`config.mk`:
```
export PLATFORM = sky130hd
export DESIGN_NAME = hexvq
export DESIGN_NICKNAME = d
export VERILOG_FILES = /design/src/rtl/vq_pkg.sv /design/src/rtl/hexvq_angle.sv /design/src/rtl/hexvq_map.sv /design/src/rtl/hexvq.sv
export SDC_FILE = /design/constraint.sdc
export NUM_CORES = 1
export LEC_CHECK = 0
export ABC_AREA = 1
export ABC_CLOCK_PERIOD_IN_PS = 25500
export BUFFER_PORTS_ARGS = -buffer_cell sky130_fd_sc_hd__buf_2
export CAP_MARGIN = 40
export CORE_UTILIZATION = 65
export CTS_CLUSTER_DIAMETER = 200
export CTS_CLUSTER_SIZE = 20
export DETAILED_ROUTE_END_ITERATION = 10
export GPL_TIMING_DRIVEN = 0
export PLACE_DENSITY_LB_ADDON = 0.05
export SYNTH_ARGS = -nofsm -noshare
export SYNTH_HDL_FRONTEND = slang
export SYNTH_SLANG_ARGS = --single-unit
```
`constraint.sdc`:
```
create_clock -name clk -period 25.5 [get_ports clk]
set_clock_uncertainty 0.1 [all_clocks]
set_input_delay 5.1 -clock clk [delete_from_list [all_inputs] [get_ports clk]]
set_output_delay 5.1 -clock clk [all_outputs]
set_load 0.01 [all_outputs]
```
`src/rtl/vq_pkg.sv`:
```
package vq_pkg;

    typedef enum logic [2:0] {
        SEC0 = 3'd0,
        SEC1 = 3'd1,
        SEC2 = 3'd2,
        SEC3 = 3'd3,
        SEC4 = 3'd4,
        SEC5 = 3'd5
    } sector_t;

    // Leg pattern {A,B,C} for a sector; neighbouring sectors differ in one leg.
    function automatic logic [2:0] leg_pattern(input sector_t s);
        case (s)
            SEC0:    return 3'b100;
            SEC1:    return 3'b110;
            SEC2:    return 3'b010;
            SEC3:    return 3'b011;
            SEC4:    return 3'b001;
            SEC5:    return 3'b101;
            default: return 3'b100;
        endcase
    endfunction

    // Signs of the three boundary tests, named for readability.
    typedef struct packed {
        logic a_neg;   // alpha < 0
        logic a_pos;   // alpha > 0
        logic u_neg;   // alpha - sqrt3*beta < 0
        logic u_pos;   // alpha - sqrt3*beta > 0
        logic v_neg;   // alpha + sqrt3*beta < 0
    } signs_t;

endpackage

```
`src/rtl/hexvq_angle.sv`:
```
module hexvq_angle #(
    parameter int IN_W = 16,
    parameter int KF   = 14,
    parameter int K    = 28378
) (
    input  logic signed [IN_W-1:0] alpha,
    input  logic signed [IN_W-1:0] beta,
    output vq_pkg::sector_t        sector
);
    import vq_pkg::*;

    localparam int PW = IN_W + KF + 3;
    localparam logic signed [PW-1:0] KS = PW'(K);

    logic signed [PW-1:0] a_ext, b_ext, a_sc, kb, u, v;
    signs_t sg;

    always_comb begin
        a_ext = {{(PW-IN_W){alpha[IN_W-1]}}, alpha};
        b_ext = {{(PW-IN_W){beta[IN_W-1]}}, beta};
        a_sc  = a_ext <<< KF;
        kb    = b_ext * KS;
        u     = a_sc - kb;
        v     = a_sc + kb;

        sg.a_neg = alpha[IN_W-1];
        sg.a_pos = !alpha[IN_W-1] && (alpha != '0);
        sg.u_neg = u[PW-1];
        sg.u_pos = !u[PW-1] && (u != '0);
        sg.v_neg = v[PW-1];
    end

    // Boundary vectors resolve to the lower-numbered neighbour.
    always_comb begin
        if (!sg.u_neg && !sg.v_neg)
            sector = SEC0;
        else if (!sg.v_neg)
            sector = sg.a_neg ? SEC2 : SEC1;
        else if (!sg.u_pos)
            sector = SEC3;
        else
            sector = sg.a_pos ? SEC5 : SEC4;
    end

endmodule

```
`src/rtl/hexvq_map.sv`:
```
module hexvq_map #(
    parameter int UNIT_W  = 16,
    parameter int ONE     = 16384,
    parameter int HALF_R3 = 14189
) (
    input  vq_pkg::sector_t           sector,
    output logic [2:0]                legs,
    output logic signed [UNIT_W-1:0]  ua,
    output logic signed [UNIT_W-1:0]  ub
);
    import vq_pkg::*;

    localparam logic signed [UNIT_W-1:0] P1 = UNIT_W'(ONE);
    localparam logic signed [UNIT_W-1:0] PH = UNIT_W'(ONE / 2);
    localparam logic signed [UNIT_W-1:0] PS = UNIT_W'(HALF_R3);

    always_comb begin
        legs = leg_pattern(sector);
        case (sector)
            SEC0:    begin ua =  P1; ub = '0;  end
            SEC1:    begin ua =  PH; ub =  PS; end
            SEC2:    begin ua = -PH; ub =  PS; end
            SEC3:    begin ua = -P1; ub = '0;  end
            SEC4:    begin ua = -PH; ub = -PS; end
            SEC5:    begin ua =  PH; ub = -PS; end
            default: begin ua =  P1; ub = '0;  end
        endcase
    end

endmodule

```
`src/rtl/hexvq.sv`:
```
module hexvq #(
    parameter int IN_W    = 16,
    parameter int KF      = 14,
    parameter int K       = 28378,
    parameter int UNIT_W  = 16,
    parameter int ONE     = 16384,
    parameter int HALF_R3 = 14189
) (
    input  logic                     clk,
    input  logic                     rst,
    input  logic                     in_valid,
    input  logic signed [IN_W-1:0]   in_alpha,
    input  logic signed [IN_W-1:0]   in_beta,
    output logic                     out_valid,
    output logic [2:0]               out_legs,
    output logic [2:0]               out_sector,
    output logic signed [UNIT_W-1:0] out_ua,
    output logic signed [UNIT_W-1:0] out_ub
);
    import vq_pkg::*;

    sector_t sec_d, sec_q;
    logic    vld_q;

    hexvq_angle #(.IN_W(IN_W), .KF(KF), .K(K)) u_angle (
        .alpha  (in_alpha),
        .beta   (in_beta),
        .sector (sec_d)
    );

    always_ff @(posedge clk) begin
        if (rst) begin
            sec_q <= SEC0;
            vld_q <= 1'b0;
        end else begin
            vld_q <= in_valid;
            if (in_valid)
                sec_q <= sec_d;
        end
    end

    hexvq_map #(.UNIT_W(UNIT_W), .ONE(ONE), .HALF_R3(HALF_R3)) u_map (
        .sector (sec_q),
        .legs   (out_legs),
        .ua     (out_ua),
        .ub     (out_ub)
    );

    assign out_valid  = vld_q;
    assign out_sector = sec_q;

endmodule

```
==> out/results.ini <==
[sta]
fin_crit_sh = 0.500
maxSlewHeadroom = 0.561
setup_viol = 0
fin_crit_ns = 12.74
worst_slack_ns = 12.76
drv_slew = 0
rsz0062_at_grt = no
setup_tns_ns = 0
tightest_slew_ns = 0.658
max_freq_mhz = 78.5
hold_violations = 0

[min_path]
min_path_type = reg -> reg

[worst_setup_path]
worstPathRequired_ns = 25.51
cp_num_buf_inv = 7
worst_setup_path_start_kind = input pin
reg2reg_setup_slack_ns = 24.73
worst_setup_path_end_kind = register
path_common_cell = inv_1
worst-setup-path-type = in -> reg
crit_slowest_cell = fa_1
slowest_delay_ns = 0.54
r2r_cells = 2
path_depth = 37
endpoint = out_sector[0]
reg2reg_from = out_sector[1]
crit_family = adder cells
r2r-end = out_sector[1]
critPathLaunch = in_beta[9]
cp.arrival_ns = 12.74
path_max_fanout = 6

[cells_and_area]
fillers = 1111
drive_gt1_frac = 0.119
multi_input_area_mm2 = 0.00687
layout.nets = 1526
n_antenna_cell = 0
ff_latch_area_um2 = 80.1
fin_area_mm2 = 0.00903
area_growth_syn_to_layout_pct = 7.57

[route]
postRouteAntennaNets = 0
remaining_drc_errors = 2
viasPerCell = 5.06
dr.pass1.iters = 8
drt-initial-drc-count = 464
post_drt_wl_per_cell_um = 13.4
wl_um = 18700
vias = 7083

[outcome]
violations = DRC
status = finished, violations left

[synthesis]
netlist_area_mm2 = 0.00840
yosysWarningCount = 0
synthDominantCellAreaShare = 0.281
synth_cell_types = 41
ys.flop_type = dfxtp_1
synthTopCellsByArea = fa_1, ha_1, inv_1, nand2_1, a21oi_1
yosys.area.top_type = fa_1
synth_area_per_cell_um2 = 7.28
synth_cells = 1153
ys_seq_area_frac = 0.00954
synth-edff-count = 0
synthArstFlopShare = 0
synth-seq-cells = 4

[grt]
grt_pass1_wl_um = 31300
grt_usage = 0.298
grt_antenna_before_repair = 0
grt-ovfl-total = 0
grt_pass1_vias = 6836
grt_max_degree = 18

[clocking]
cts_max_level = 1
clkTransAtPathRegs_ns = 0.03
worstSkewPairLatency_ns = 0.22
cts_hold_buf = 0
cts_buffer_depth = 2
clock_sinks = 4
cts_setup_buffers = 0
cts_root_buffer = clkbuf_16
cts_resized = 0
tritoncts = yes
cts_buffers = 3

[place]
dp_slack_ns = 12.63
dpl-instance-area_mm2 = 0.00896
hpwl_um = 17200
portBuffers = 60
gp_congestion = 0.918

[die]
start_util = 0.665
rows = 41
fp.coreArea_mm2 = 0.0126
dieWidth_um = 116
die_h_um = 116
num_io_pins = 74
die_area_mm2 = 0.0134

[run]
cap_viol_max_count = 0

-- logic make-up (layout without fill, tap and decap cells) --
group / Yosys count / count (layout) / synth area share
and+or+nand+nor: 352 / 352 / 0.191
AOI/OAI and AO/OA: 128 / 128 / 0.0913
adders and majority gates: 261 / 261 / 0.494
DFF: 4 / 4 / 0.00954
other: 1 / 13 / 0.000447
buffers and inverters: 373 / 436 / 0.178
xor gates and xnor gates: 34 / 34 / 0.0355
-- worst min-delay path, stage by stage (launching register included) --
cell and delay (ns):
dfxtp_1 0.32, nand2_1 0.08, a21oi_1 0.06
-- metrics by stage --
step | std cells | hold WS [ns] | util
finish | 1400 | 0.412 | 0.716
global placement | 1397 | 0.392 | 0.710
CTS | 1400 | 0.414 | 0.716
floorplan | 1165 | 0.405 | -
global route | 1400 | 0.450 | 0.716
detailed placement | 1397 | 0.399 | 0.710
-- per-layer routing --
| layer | wire length (µm) | GRT usage | share of wire | up-vias |
|---|---|---|---|---|
| met4 | 429 | 0.0650 | 0.023 | 0 |
| li1 | - | - | - | 3610 |
| met1 | 8460 | 0.396 | 0.45 | 3278 |
| met2 | 9130 | 0.539 | 0.49 | 161 |
| met3 | 731 | 0.0162 | 0.039 | 34 |
| met5 | 0 | 0 | 0 | - |
-- area by class of cell --
class / count / area share
inverter: 347 / 0.144
timing repair buffer: 60 / 0.0332
multi-input combinational: 788 / 0.760
sequential: 4 / 0.00886
buffer: 26 / 0.0216
clock buffer: 3 / 0.00831
tap: 172 / 0.0238
-- registers in the layout, summed over array words and instances, names as in the netlist --
| signal | count |
|---|---|
| out_sector | 3 |
| out_valid | 1 |
-- Yosys cell counts (8+ instances only) --
| master | number |
|---|---|
| inv_1 | 341 |
| nand2_1 | 149 |
| ha_1 | 143 |
| fa_1 | 118 |
| nor2_1 | 84 |
| a21oi_1 | 63 |
| nand3_1 | 55 |
| buf_4 | 26 |
| o21ai_0 | 22 |
| xor2_1 | 22 |
| nand2_2 | 17 |
| xnor2_1 | 12 |
| nor3_1 | 9 |
| nor4_1 | 8 |
-- worst min path at each step --
stage,cells after the start,slack [ns],endpoint,from
after detailed placement,2,0.40,out_sector[0],out_sector[0]
after global placement,2,0.39,out_sector[0],out_sector[0]
after floorplan,2,0.40,out_sector[0],out_sector[0]
final,2,0.41,out_sector[0],out_sector[0]
after CTS,2,0.41,out_sector[0],out_sector[0]
after global routing,2,0.45,out_sector[1],out_sector[1]
-- layout by cell type (no fill, tap or decap), types with 4 or more instances in the layout --
cell | netlist | layout
a21oi_1 | 63 | 63
a21oi_2 | 7 | 7
buf_2 | 0 | 60
buf_4 | 26 | 26
conb_1 | 1 | 13
dfxtp_1 | 4 | 4
fa_1 | 118 | 118
ha_1 | 143 | 143
inv_1 | 341 | 341
inv_2 | 5 | 5
nand2_1 | 149 | 149
nand2_2 | 17 | 17
nand2_4 | 4 | 4
nand3_1 | 55 | 55
nand3_2 | 7 | 7
nand4_1 | 7 | 7
nor2_1 | 84 | 84
nor2_2 | 6 | 6
nor3_1 | 9 | 9
nor4_1 | 8 | 8
o21a_1 | 7 | 7
o21ai_0 | 22 | 22
o21ai_2 | 5 | 5
o21bai_1 | 7 | 7
xnor2_1 | 12 | 12
xor2_1 | 22 | 22
Power is left out: the tool's default activity adds up to more than one toggle a clock period on the data nets, which glitch-free logic cannot reach.
